==> src/rtl/ssp_pkg.sv <==
package ssp_pkg;
  localparam int unsigned SAMPLE_W = 16;
  typedef logic [SAMPLE_W-1:0] sample_t;
  typedef enum logic {
    CH_RIGHT = 1'b0,
    CH_LEFT  = 1'b1
  } chan_e;
  // positions of the three pins inside the synchronised bundle
  localparam int unsigned PIN_WCLK = 0;
  localparam int unsigned PIN_BCLK = 1;
  localparam int unsigned PIN_DATA = 2;
  localparam int unsigned PIN_CNT  = 3;
endpackage

==> src/rtl/ssp_pin_sync.sv <==
module ssp_pin_sync #(
  parameter int unsigned WIDTH  = 3,
  parameter int unsigned STAGES = 2
) (
  input  logic             clk,
  input  logic             rst_n,
  input  logic [WIDTH-1:0] pins_i,
  output logic [WIDTH-1:0] now_o,
  output logic [WIDTH-1:0] prev_o
);
  localparam int unsigned DEPTH = STAGES + 1;

  logic [DEPTH-1:0][WIDTH-1:0] pipe_q;
  logic [DEPTH-1:0][WIDTH-1:0] pipe_d;

  always_comb begin
    pipe_d = {pipe_q[DEPTH-2:0], pins_i};
  end

  always_ff @(posedge clk or negedge rst_n) begin
    if (!rst_n) pipe_q <= '0;
    else        pipe_q <= pipe_d;
  end

  assign now_o  = pipe_q[STAGES-1];
  assign prev_o = pipe_q[STAGES];
endmodule

==> src/rtl/ssp_rx.sv <==
module ssp_rx
  import ssp_pkg::*;
(
  input  logic    clk,
  input  logic    rst_n,
  input  logic    bit_stb_i,
  input  logic    wclk_i,
  input  logic    data_i,
  output sample_t left_o,
  output sample_t right_o,
  output logic    valid_o
);
  sample_t shift_q, shift_d;
  sample_t lhold_q, lhold_d;
  sample_t left_q, left_d;
  sample_t right_q, right_d;
  chan_e   side_q, side_d;
  logic    seen_q, seen_d;
  logic    valid_q, valid_d;

  always_comb begin
    shift_d = shift_q;
    lhold_d = lhold_q;
    left_d  = left_q;
    right_d = right_q;
    side_d  = side_q;
    seen_d  = seen_q;
    valid_d = 1'b0;
    if (bit_stb_i) begin
      if (chan_e'(wclk_i) != side_q) begin
        // the shift register holds the last SAMPLE_W bits of the closing half
        if (side_q == CH_LEFT) begin
          lhold_d = shift_q;
          seen_d  = 1'b1;
        end else if (seen_q) begin
          left_d  = lhold_q;
          right_d = shift_q;
          valid_d = 1'b1;
        end
      end
      shift_d = {shift_q[SAMPLE_W-2:0], data_i};
      side_d  = chan_e'(wclk_i);
    end
  end

  always_ff @(posedge clk or negedge rst_n) begin
    if (!rst_n) begin
      shift_q <= '0;
      lhold_q <= '0;
      left_q  <= '0;
      right_q <= '0;
      side_q  <= CH_RIGHT;
      seen_q  <= 1'b0;
      valid_q <= 1'b0;
    end else begin
      shift_q <= shift_d;
      lhold_q <= lhold_d;
      left_q  <= left_d;
      right_q <= right_d;
      side_q  <= side_d;
      seen_q  <= seen_d;
      valid_q <= valid_d;
    end
  end

  assign left_o  = left_q;
  assign right_o = right_q;
  assign valid_o = valid_q;
endmodule

==> src/rtl/ssp_tx.sv <==
module ssp_tx
  import ssp_pkg::*;
(
  input  logic    clk,
  input  logic    rst_n,
  input  logic    load_stb_i,
  input  logic    wclk_i,
  input  logic    shift_stb_i,
  input  sample_t left_i,
  input  sample_t right_i,
  output logic    data_o
);
  sample_t shift_q, shift_d;
  sample_t rhold_q, rhold_d;

  always_comb begin
    shift_d = shift_q;
    rhold_d = rhold_q;
    if (load_stb_i) begin
      if (chan_e'(wclk_i) == CH_LEFT) begin
        shift_d = left_i;
        rhold_d = right_i;
      end else begin
        shift_d = rhold_q;
      end
    end else if (shift_stb_i) begin
      // zeros fill in behind the sample, so the tail of a long half is 0
      shift_d = {shift_q[SAMPLE_W-2:0], 1'b0};
    end
  end

  always_ff @(posedge clk or negedge rst_n) begin
    if (!rst_n) begin
      shift_q <= '0;
      rhold_q <= '0;
    end else begin
      shift_q <= shift_d;
      rhold_q <= rhold_d;
    end
  end

  assign data_o = shift_q[SAMPLE_W-1];
endmodule

==> src/rtl/stereo_serial_port.sv <==
module stereo_serial_port
  import ssp_pkg::*;
#(
  parameter int unsigned SYNC_STAGES = 2
) (
  input  logic        clk,
  input  logic        rst_n,
  input  logic        word_clk_i,
  input  logic        bit_clk_i,
  input  logic        ser_data_i,
  output logic        ser_data_o,
  input  logic [15:0] tx_left_i,
  input  logic [15:0] tx_right_i,
  output logic [15:0] rx_left_o,
  output logic [15:0] rx_right_o,
  output logic        rx_valid_o
);
  logic [PIN_CNT-1:0] pins, pin_now, pin_prev;
  logic bclk_rise, bclk_fall, wclk_edge;

  always_comb begin
    pins           = '0;
    pins[PIN_WCLK] = word_clk_i;
    pins[PIN_BCLK] = bit_clk_i;
    pins[PIN_DATA] = ser_data_i;
  end

  ssp_pin_sync #(.WIDTH(PIN_CNT), .STAGES(SYNC_STAGES)) u_sync (
    .clk    (clk),
    .rst_n  (rst_n),
    .pins_i (pins),
    .now_o  (pin_now),
    .prev_o (pin_prev)
  );

  assign bclk_rise = pin_now[PIN_BCLK] & ~pin_prev[PIN_BCLK];
  assign bclk_fall = ~pin_now[PIN_BCLK] & pin_prev[PIN_BCLK];
  assign wclk_edge = pin_now[PIN_WCLK] ^ pin_prev[PIN_WCLK];

  ssp_rx u_rx (
    .clk       (clk),
    .rst_n     (rst_n),
    .bit_stb_i (bclk_rise),
    .wclk_i    (pin_now[PIN_WCLK]),
    .data_i    (pin_now[PIN_DATA]),
    .left_o    (rx_left_o),
    .right_o   (rx_right_o),
    .valid_o   (rx_valid_o)
  );

  ssp_tx u_tx (
    .clk         (clk),
    .rst_n       (rst_n),
    .load_stb_i  (wclk_edge),
    .wclk_i      (pin_now[PIN_WCLK]),
    .shift_stb_i (bclk_fall),
    .left_i      (tx_left_i),
    .right_i     (tx_right_i),
    .data_o      (ser_data_o)
  );
endmodule

==> config.mk <==
export PLATFORM = sky130hd
export DESIGN_NAME = stereo_serial_port
export DESIGN_NICKNAME = d
export VERILOG_FILES = /design/src/rtl/ssp_pkg.sv /design/src/rtl/ssp_pin_sync.sv /design/src/rtl/ssp_rx.sv /design/src/rtl/ssp_tx.sv /design/src/rtl/stereo_serial_port.sv
export SDC_FILE = /design/constraint.sdc
export NUM_CORES = 1
export LEC_CHECK = 0
export ABC_AREA = 1
export BUFFER_PORTS_ARGS = -buffer_cell sky130_fd_sc_hd__buf_2
export CAP_MARGIN = 20
export CORE_UTILIZATION = 45
export CTS_CLUSTER_SIZE = 10
export DETAILED_ROUTE_END_ITERATION = 12
export GPL_TIMING_DRIVEN = 0
export PLACE_DENSITY = 0.78
export SKIP_LAST_GASP = 1
export SLEW_MARGIN = 5
export SYNTH_ARGS = -nofsm -noshare
export SYNTH_HDL_FRONTEND = slang
export SYNTH_SLANG_ARGS = --single-unit
==> constraint.sdc <==
create_clock -name clk -period 2 [get_ports clk]
set_input_delay 0.1 -clock clk [delete_from_list [all_inputs] [get_ports clk]]
set_output_delay 0.1 -clock clk [all_outputs]
set_load 0.01 [all_outputs]
==> results.ini, run 1 <==
[status]
status=finished, final reports clean

[detailed_routing]
routed.top_layer=met4
wl_met3_um=460
avgRoutedWirePerCell_um=13.3
wl_met2_um=4770
first_pass_iters=4
drc_errors=0
wl_um=9420
drt_iter0_markers=144
final_antenna_net_count=0
met1_length_um=4090
dr_total_vias=3464
routed_via_density=4.89

[critical_path]
criticalPathCategory=flop to flop
worst-path-max-fanout=10
critical_path.most_common_cell=nand2_1
crit_chain=ha_1, buf_2, nand2_1, inv_1, nand2_1, o21ai_0
cpLargestDelayFamily=buffers and inverters
end_kind=flop
arrival_ns=1.87
crit_slowest_cell=dfrtp_1
crit_path_start_kind=flop
max_stage_delay_ns=0.41
crit_required_ns=2.28
worstPathBufferInverterCount=2

[grt]
overflow=0
antenna_found_initial=0
grt_start_max_net_pins=56
track_usage_pct=20.0
grt_pass1_vias=3425
grt_first_pass_wirelength_um=15700

[placement]
hpwl_um=6610
port_buffers=70
place.gp.congestion=0.818
place_ws_ns=0.450

[synthesis]
yosysUniqueCellTypes=21
async_reset_ff_share_pct=100
synth_edf_count=0
netlist_instances=473
synth.cell_area_um2=4410
yosysSeqAreaShare_pct=60.7
ys_warn_count=0
synth_area_per_cell_um2=9.33
ys_seq_elements=107
syn_nets=511
synth_ff_type=dfrtp_1

[sta]
slew_headroom_pct=53.4
fmax_mhz=631
fin_crit_sh_pct=79.2
finClkSkew_ns=0.0108
slew_violations=0
finalCriticalPeriod_ns=1.58
grt_setup_unrepaired=false
worst_slack_ns=0.415
setup_viol_count_final=0
hold_viol_final=0
worst_pin_slew_ns=0.699
final.setup.tns_ns=0

[cells_and_area]
drive_gt1_share_pct=23.6
diodes=0
layout.nets=613
mostFrequentLayoutCells=nand2_1, dfrtp_1, buf_2
area.growth.synth_to_final_pct=21.1
fin_util_pct=57.0
final_common_cell=nand2_1

[clock_network]
clock_sinks=107
root_buffer=clkbuf_8
postCtsSetupBuffers=0
clk_pin_slew_ns=0.10
cts_hold_buf=20
clock_latency_ns=0.37
cts_made_buffers=9
clockBufferDepth=2
cts_tree=done
cts_resized=0
htreeDepth=3

[floorplan]
die_x_um=101
die_y_um=101
fp-row-count=35
dieArea_um2=10200
ios=71
start_util_pct=47.1
core_area_um2=9370

[pwr]
ir_drop_mv=0.535
power.leakage_uw=0.00281
powerDensity_nw_per_um2=926

[flow_run]
drv_cap=0

[worst_hold_path]
hp-class=primary input to flop

[final timing paths]
check	from	endpoint	slack, ns	cells after the start
max	u_sync.now_o[0]	u_tx.shift_q[0]	0.42	6
min	tx_left_i[0]	u_tx.shift_q[0]	0.05	3
max reg2reg	u_sync.now_o[0]	u_tx.shift_q[0]	0.42	6
min reg2reg	u_sync.pipe_d[5]	u_sync.now_o[2]	0.36	0
max in group asynchronous	rst_n	u_rx.lhold_q[15]	0.99	3
min in group asynchronous	rst_n	u_tx.rhold_q[5]	0.31	2
[layout make-up]
| type | count | area, um^2 |
|---|---|---|
| clock buffer | 12 | 155 |
| fill | 845 | 4030 |
| multi-input combinational | 299 | 1430 |
| buffer | 25 | 146 |
| clock inverter | 4 | 33.8 |
| tap | 129 | 161 |
| timing repair buffer | 91 | 581 |
| inverter | 42 | 158 |
| sequential | 107 | 2680 |
[state kept, by name (all words and copies together) (netlist names), 2 cells and up]
name           flops
u_tx.rhold_q      16
u_rx.left_o       16
u_rx.shift_q      16
u_sync.now_o       3
u_rx.right_o      16
u_tx.shift_q      16
u_sync.pipe_d      3
u_sync.prev_o      2
u_rx.lhold_q      16
[synth_stat cells, types with 5 or more instances]
master | n | area share, %
buf_2 | 8 | 0.91
buf_4 | 5 | 0.85
clkbuf_1 | 6 | 0.51
dfrtp_1 | 107 | 61
inv_1 | 40 | 3.4
mux2_2 | 6 | 1.5
nand2_1 | 162 | 14
nand3_1 | 40 | 4.5
o21ai_0 | 60 | 6.8
o21ai_2 | 15 | 3.0
or2_2 | 6 | 0.85
[power by group]
| group | internal, uW | switching (uW) | leakage, uW |
|---|---|---|---|
| combinational | 385 | 567 | 0.00134 |
| clock | 531 | 722 | 0.0000932 |
| sequential | 2530 | 211 | 0.00138 |
[stage by stage]
step / area, um^2 / cells / hold WS (ns) / total power (uW)
after floorplan: 4410 / 473 / -0.196 / 3310
after global placement: 4920 / 672 / 0.209 / 3670
after detailed placement: 4950 / 673 / 0.190 / 3720
after CTS: 5340 / 709 / 0.0400 / 5010
after global routing: 5340 / 709 / 0.0592 / 5240
final: 5340 / 709 / 0.0480 / 4950
[cells by family (layout without fill, tap and decap cells)]
| family | after synthesis | in the layout | share of synthesized area [%] |
|---|---|---|---|
| buffers and inverters | 67 | 174 | 6.89 |
| AOI/OAI and AO/OA | 76 | 76 | 9.90 |
| and+or+nand+nor | 216 | 216 | 20.7 |
| DFF | 107 | 107 | 60.7 |
| muxes | 6 | 6 | 1.53 |
| adders and majority gates | 1 | 1 | 0.283 |
[layer usage]
| metal | vias to the layer above | GRT usage, % |
|---|---|---|
| met5 | - | 0 |
| met3 | 9 | 3.05 |
| met2 | 103 | 35.4 |
| met4 | 0 | 6.91 |
| li1 | 1695 | - |
| met1 | 1657 | 24.9 |
[worst reg2reg max path: cells and delay by family, from the launching register on]
kind	cells	cell delay (ns)
buffers and inverters	2	0.46
AOI/OAI and AO/OA	1	0.08
adders and majority gates	1	0.29
and+or+nand+nor	2	0.26
DFF	1	0.41
Power figures use the tool's default switching activity.
==> run 2, diff against run 1 <==
--- a/config.mk
+++ b/config.mk
@@ -5,14 +5,14 @@
 export SDC_FILE = /design/constraint.sdc
 export NUM_CORES = 1
 export LEC_CHECK = 0
-export ABC_AREA = 1
+export ABC_AREA = 0
 export BUFFER_PORTS_ARGS = -buffer_cell sky130_fd_sc_hd__buf_2
 export CAP_MARGIN = 20
 export CORE_UTILIZATION = 45
 export CTS_CLUSTER_SIZE = 10
 export DETAILED_ROUTE_END_ITERATION = 12
 export GPL_TIMING_DRIVEN = 0
-export PLACE_DENSITY = 0.78
+export PLACE_DENSITY = 0.8
 export SKIP_LAST_GASP = 1
 export SLEW_MARGIN = 5
 export SYNTH_ARGS = -nofsm -noshare
==> constraint.sdc (replaced) <==
create_clock -name clk -period 1.3 [get_ports clk]
set_input_delay 0.065 -clock clk [delete_from_list [all_inputs] [get_ports clk]]
set_output_delay 0.065 -clock clk [all_outputs]
set_load 0.01 [all_outputs]
==> run 2 against run 1 <==
The run now ends with setup timing left; hold slack worse by 0.032 ns; maximum frequency is 0.95% lower; register-to-register slack got worse by 0.72 ns; synthesized cell count fell by 42%; first-iteration DRC count fell by 8.3%; sequential share of layout area down 6.0 points; non-clock buffer count grew 33; core utilization rose by 7.8 points; count of clock-buffer cells in the layout rose by 1; final cell count is 22% lower; clock power is 51% higher; via count decreased by 20%; largest cell class unchanged.
==> results.ini, run 2 <==
[critical_path]
end_kind=flop  ; unchanged
r2r_slack_ns=-0.30  ; was 0.42 ns
criticalPathCategory=flop to flop  ; unchanged
cpLargestDelayFamily=simple AND/OR/NAND/NOR gates  ; was buffers and inverters
crit_path_start_kind=flop  ; unchanged
worstPathBufferInverterCount=2  ; unchanged
worst-path-max-fanout=5  ; was 10
arrival_ns=1.84  ; was 1.87 ns
max_stage_delay_ns=0.42  ; was 0.41 ns
crit_required_ns=1.55  ; was 2.28 ns
crit_slowest_cell=dfrtp_1  ; unchanged
crit_chain=nor2b_4, and4b_2, buf_8, clkbuf_16, mux2_4  ; was ha_1, buf_2, nand2_1, inv_1, nand2_1, o21ai_0

[clock_network]
clk_pin_slew_ns=0.10  ; about the same
clockBufferDepth=2  ; unchanged
clock_latency_ns=0.36  ; was 0.37 ns
cts_tree=done  ; unchanged
clock_sinks=107  ; unchanged
root_buffer=clkbuf_8  ; unchanged
htreeDepth=3  ; unchanged
cts_made_buffers=9  ; unchanged

[floorplan]
dieArea_um2=10200  ; about the same
die_y_um=101  ; about the same
start_util_pct=47.0  ; was 47.1%
fp-row-count=35  ; unchanged
die_x_um=101  ; about the same
core_area_um2=9370  ; unchanged
ios=71  ; unchanged

[placement]
place.gp.congestion=0.771  ; was 0.818
port_buffers=70  ; unchanged
hpwl_um=5610  ; was 6610 um
postPlaceCellArea_um2=4990  ; was 4950 um^2
dp_cells=476  ; was 673

[synthesis]
synth_edf_count=0  ; unchanged
ys_warn_count=0  ; unchanged
netlist_instances=276  ; was 473
synth_ff_type=dfrtp_1  ; unchanged
synth_top_cell_by_area=dfrtp_1  ; unchanged
ys_seq_elements=107  ; unchanged
yosys-top-cells-area=dfrtp_1, mux2_4, mux2_2  ; was dfrtp_1, nand2_1, o21ai_0
synth.cell_area_um2=4400  ; was 4410 um^2
yosysSeqAreaShare_pct=60.8  ; was 60.7%
async_reset_ff_share_pct=100  ; unchanged
synth_top_area_share_pct=60.8  ; was 60.7%
yosysMostFrequentCell=dfrtp_1  ; was nand2_1
synth_common_cells=dfrtp_1, mux2_2, mux2_4  ; was nand2_1, dfrtp_1, o21ai_0
synth_area_per_cell_um2=16.0  ; was 9.33 um^2
yosysUniqueCellTypes=21  ; unchanged
syn_nets=314  ; was 511

[grt]
grt_busiest_layer=met2  ; unchanged
grt_use_met2_pct=34.4  ; was 35.4%
grt_start_max_net_pins=60  ; was 56
grt_first_pass_wirelength_um=15200  ; was 15700 um
overflow=0  ; unchanged
track_usage_pct=20.1  ; was 20.0%
met1_usage_pct=24.6  ; was 24.9%
grt_pass1_vias=2995  ; was 3425
antenna_found_initial=0  ; unchanged
use_met3_pct=4.37  ; was 3.05%

[detailed_routing]
final_antenna_net_count=0  ; unchanged
routed_via_density=5.04  ; was 4.89
wl_um=9950  ; was 9420 um
first_pass_iters=4  ; unchanged
drc_errors=0  ; unchanged
drt_iter0_markers=132  ; was 144
dr_total_vias=2781  ; was 3464
avgRoutedWirePerCell_um=18.0  ; was 13.3 um

[cells_and_area]
area.growth.synth_to_final_pct=37.9  ; was 21.1%
layout.nets=456  ; was 613
final_common_cell=dfrtp_1  ; was nand2_1
fin_util_pct=64.8  ; was 57.0%
drive_gt1_share_pct=53.2  ; was 23.6%
diodes=0  ; unchanged
fillCellCount=693  ; was 845
mostFrequentLayoutCells=dfrtp_1, buf_2, mux2_4  ; was nand2_1, dfrtp_1, buf_2
final_cells=552  ; was 709
design_area_um2=6070  ; was 5340 um^2

[flow_run]
drv_cap=0  ; unchanged

[sta]
fmax_mhz=625  ; was 631 MHz
worst_slack_ns=-0.300  ; was 0.415 ns
finalCriticalPeriod_ns=1.60  ; was 1.58 ns
grt_setup_unrepaired=true  ; was false
slew_violations=0  ; unchanged
slew_headroom_pct=58.4  ; was 53.4%
final.setup.tns_ns=-13.47  ; was 0 ns
finClkSkew_ns=0.0116  ; was 0.0108 ns
fin_crit_sh_pct=123  ; was 79.2%
hold_viol_final=0  ; unchanged
setup_viol_count_final=76  ; was 0
worst_pin_slew_ns=0.624  ; was 0.699 ns

[pwr]
ir_drop_mv=0.843  ; was 0.535 mV
power.leakage_uw=0.00287  ; was 0.00281 uW
powerDensity_nw_per_um2=1540  ; was 926 nW/um^2

[status]
violations=setup timing
status=complete, but fails checks  ; was finished, final reports clean

[worst_hold_path]
hp-class=primary input to flop  ; unchanged

-- run 2: where the power goes --
| part | total, uW | internal, uW | switching (uW) |
|---|---|---|---|
| clock | 1890 | 809 | 1080 |
| combinational | 2560 | 1640 | 918 |
| sequential | 4910 | 4250 | 665 |
| total | 9370 | 6700 | 2670 |
-- run 2: per-layer routing --
metal	routed length, um	vias to the layer above	share of wire [%]
met1	4170	1405	42
met5	0	-	0
met4	339	0	3.4
met2	5120	81	51
met3	317	34	3.2
li1	-	1261	-
-- run 2: final cells by class --
type | instances | area, um^2 | area share (%)
Sequential cell | 107 | 2680 | 44.1
Clock inverter | 3 | 21.3 | 0.350
Timing Repair Buffer | 136 | 1160 | 19.1
Tap cell | 129 | 161 | 2.66
Clock buffer | 13 | 159 | 2.62
Inverter | 1 | 3.75 | 0.0618
Multi-Input combinational cell | 150 | 1700 | 28.0
Buffer | 13 | 186 | 3.07
-- run 2: kinds of logic (layout without fill, tap and decap cells) --
group,count (synthesis),in the layout,share of synthesized area (%)
DFF,107,107,60.8
muxes,97,97,27.6
AOI/OAI and AO/OA,31,31,4.40
and+or+nand+nor,21,21,3.27
buffers and inverters,19,166,3.64
adders and majority gates,1,1,0.284
-- run 2: worst paths after layout --
path	from	to	cells after the start
worst min-delay path	tx_left_i[13]	u_tx.shift_q[13]	3
min in group asynchronous	rst_n	u_rx.left_o[6]	2
worst min register to register	u_sync.pipe_d[3]	u_sync.now_o[0]	0
worst max register to register	u_sync.prev_o[1]	u_rx.right_o[1]	5
worst max-delay path	u_sync.prev_o[1]	u_rx.right_o[1]	5
max in group asynchronous	rst_n	u_sync.now_o[0]	3
-- run 2: worst min-delay path: stages --
cell	delay [ns]
buf_2	0.09
a211oi_1	0.06
a21oi_1	0.12
-- run 2: what timing repair did --
item | 4_1_cts | 5_1_grt
resized for setup | 32 | 32
hold endpoints to repair | 79 | 0
pin swaps | 6 | 11
setup endpoints to repair | 92 | 88
buffers inserted | 20 | 8
hold buffers | 32 | 0
cloned | 3 | 5
-- run 2: stage by stage --
step           hold slack [ns]  power, uW  setup WS (ns)
5_1_grt                0.00127       9880         -0.350
4_1_cts                0.00280       9260         -0.288
3_5_place_dp             0.128       7170         -0.319
3_3_place_gp             0.173       6990         -0.922
6_report                0.0162       9370         -0.300
2_1_floorplan           -0.231       6310         -0.204
==> run 3, diff against run 2 <==
--- a/config.mk
+++ b/config.mk
@@ -6,7 +6,7 @@
 export NUM_CORES = 1
 export LEC_CHECK = 0
 export ABC_AREA = 0
-export BUFFER_PORTS_ARGS = -buffer_cell sky130_fd_sc_hd__buf_2
+export BUFFER_PORTS_ARGS = -buffer_cell sky130_fd_sc_hd__buf_4
 export CAP_MARGIN = 20
 export CORE_UTILIZATION = 45
 export CTS_CLUSTER_SIZE = 10
==> run 3 against run 2 <==
The run still ends with setup timing left; final cell count decreased by 0.18%; register-to-register slack improved by 0.03 ns; critical path depth unchanged; critical endpoint is now u_rx.right_o[8]; largest power group unchanged.
==> results.ini, run 3 (same netlist as run 2, synthesis figures left out) <==
[critical_path]
end_kind=flop  ; unchanged
r2r_end=u_rx.right_o[8]  ; was u_rx.right_o[1]
crit_required_ns=1.55  ; about the same
worst-path-max-fanout=5  ; unchanged
crit_path_start_kind=flop  ; unchanged
reg2reg_depth=5  ; unchanged
arrival_ns=1.81  ; was 1.84 ns
criticalPathCategory=flop to flop  ; unchanged
reg2reg_from=u_sync.prev_o[1]  ; unchanged
r2r_slack_ns=-0.27  ; was -0.30 ns

[clock_network]
clock_sinks=107  ; unchanged
clk_pin_slew_ns=0.10  ; about the same
htreeDepth=3  ; unchanged
clockBufferDepth=2  ; unchanged
root_buffer=clkbuf_8  ; unchanged
cts_tree=done  ; unchanged
cts_made_buffers=9  ; unchanged
clock_latency_ns=0.36  ; about the same

[detailed_routing]
avgRoutedWirePerCell_um=17.1  ; was 18.0 um
dr_total_vias=2735  ; was 2781
final_antenna_net_count=0  ; unchanged
first_pass_iters=4  ; unchanged
drt_iter0_markers=83  ; was 132
wl_um=9440  ; was 9950 um
drc_errors=0  ; unchanged
routed_via_density=4.96  ; was 5.04

[floorplan]
fp-row-count=35  ; unchanged
start_util_pct=47.0  ; unchanged
ios=71  ; unchanged
dieArea_um2=10200  ; unchanged
die_y_um=101  ; unchanged
die_x_um=101  ; unchanged
core_area_um2=9370  ; unchanged

[sta]
worst_slack_ns=-0.268  ; was -0.300 ns
grt_setup_unrepaired=true  ; unchanged
fmax_mhz=638  ; was 625 MHz
setup_viol_count_final=91  ; was 76
hold_viol_final=0  ; unchanged
worst_pin_slew_ns=0.502  ; was 0.624 ns
finClkSkew_ns=0.00956  ; was 0.0116 ns
hold_ws_ns=0.0237  ; was 0.0162 ns
slew_violations=0  ; unchanged
finalCriticalPeriod_ns=1.57  ; was 1.60 ns
fin_crit_sh_pct=121  ; was 123%
slew_headroom_pct=66.5  ; was 58.4%

[placement]
port_buffers=70  ; unchanged
hpwl_um=5500  ; was 5610 um
postPlaceCellArea_um2=5170  ; was 4990 um^2
place.gp.congestion=0.790  ; was 0.771

[cells_and_area]
final_common_cell=dfrtp_1  ; unchanged
drive_gt1_share_pct=53.2  ; about the same
fillCellCount=679  ; was 693
area.growth.synth_to_final_pct=41.6  ; was 37.9%
layout.nets=454  ; was 456
mostFrequentLayoutCells=dfrtp_1, buf_4, mux2_4  ; was dfrtp_1, buf_2, mux2_4
design_area_um2=6230  ; was 6070 um^2

[flow_run]
drv_cap=0  ; unchanged

[grt]
overflow=0  ; unchanged
grt_first_pass_wirelength_um=14400  ; was 15200 um
grt_pass1_vias=2871  ; was 2995
grt_start_max_net_pins=70  ; was 60
antenna_found_initial=1  ; was 0
track_usage_pct=18.8  ; was 20.1%

[worst_hold_path]
whs_path_depth=3  ; unchanged
hp-class=primary input to flop  ; unchanged
min_from=tx_left_i[0]  ; was tx_left_i[13]
min_to=u_tx.shift_q[0]  ; was u_tx.shift_q[13]

[pwr]
power.leakage_uw=0.00289  ; was 0.00287 uW
ir_drop_mv=0.677  ; was 0.843 mV
powerDensity_nw_per_um2=1570  ; was 1540 nW/um^2

[status]
status=complete, but fails checks  ; unchanged
violations=setup timing  ; unchanged

==> run 3: cell types whose count changed in the layout (fill, tap and decap cells not counted), sizes merged <==
cell and delta:
buf -7, clkinv +3, dlygate4sd3 +3, clkbuf -2, bufinv +1, clkinvlp -1, diode +1, inv +1
==> run 3: worst max-delay path by stage <==
stage | startpoint | to | depth (start not counted)
global placement | u_sync.prev_o[1] | u_rx.lhold_q[13] | 6
global route | u_sync.now_o[1] | u_rx.right_o[8] | 5
CTS | u_sync.prev_o[1] | u_rx.left_o[1] | 6
detailed placement | u_sync.prev_o[1] | u_rx.left_o[1] | 6
floorplan | u_sync.prev_o[1] | u_rx.left_o[10] | 6
finish | u_sync.prev_o[1] | u_rx.right_o[8] | 5
==> run 3: per-stage QoR <==
stage               total power, uW  setup TNS (ns)  std cells  worst slack (ns)  util (%)
finish                         9760          -12.74        551            -0.268      66.5
detailed placement             7390          -18.91        476            -0.313      55.1
global route                  10300          -18.01        551            -0.324      66.5
CTS                            9650          -14.09        538            -0.257      63.4
floorplan                      6310           -8.61        276            -0.204         -
global placement               7230          -17.69        475            -0.297      54.8
==> run 3: timing repair <==
item / in CTS / in global routing
hold buffers: 34 / 1
setup buffers: 10 / 7
resized for setup: 19 / 29
cloned: 2 / 6
endpoints found under the setup margin: 92 / 91
hold endpoints to repair: 71 / 1
pin swaps: 1 / 15
==> run 3: cell type report <==
| type | instances | area, um^2 | share of cell area (%) |
|---|---|---|---|
| sequential | 107 | 2680 | 43.0 |
| multi-input combinational | 150 | 1680 | 26.9 |
| timing repair buffer | 130 | 1280 | 20.5 |
| buffer | 17 | 220 | 3.53 |
| tap | 129 | 161 | 2.59 |
| clock buffer | 9 | 124 | 1.99 |
| clock inverter | 7 | 86.3 | 1.38 |
| inverter | 1 | 3.75 | 0.0602 |
| antenna | 1 | 2.50 | 0.0401 |
==> run 3: where the power goes <==
| part | leakage, uW | switching (uW) | internal (uW) | total, uW |
|---|---|---|---|---|
| sequential | 0.00133 | 688 | 4250 | 4940 |
| clock | 0.000107 | 1160 | 925 | 2090 |
| combinational | 0.00145 | 902 | 1830 | 2730 |
==> run 3: worst max-delay path, stage by stage, from the launching register on <==
cell	delay (ns)
dfrtp_1	0.41
nor2b_4	0.14
and4b_2	0.29
buf_8	0.15
clkbuf_16	0.16
mux2_4	0.30
==> run 3: routing by layer <==
layer | up-vias | routed length, um | global-route usage, %
li1 | 1271 | - | -
met1 | 1401 | 4160 | 23.9
met2 | 51 | 4920 | 31.8
met3 | 12 | 220 | 3.95
met4 | 0 | 142 | 6.80
met5 | - | 0 | 0
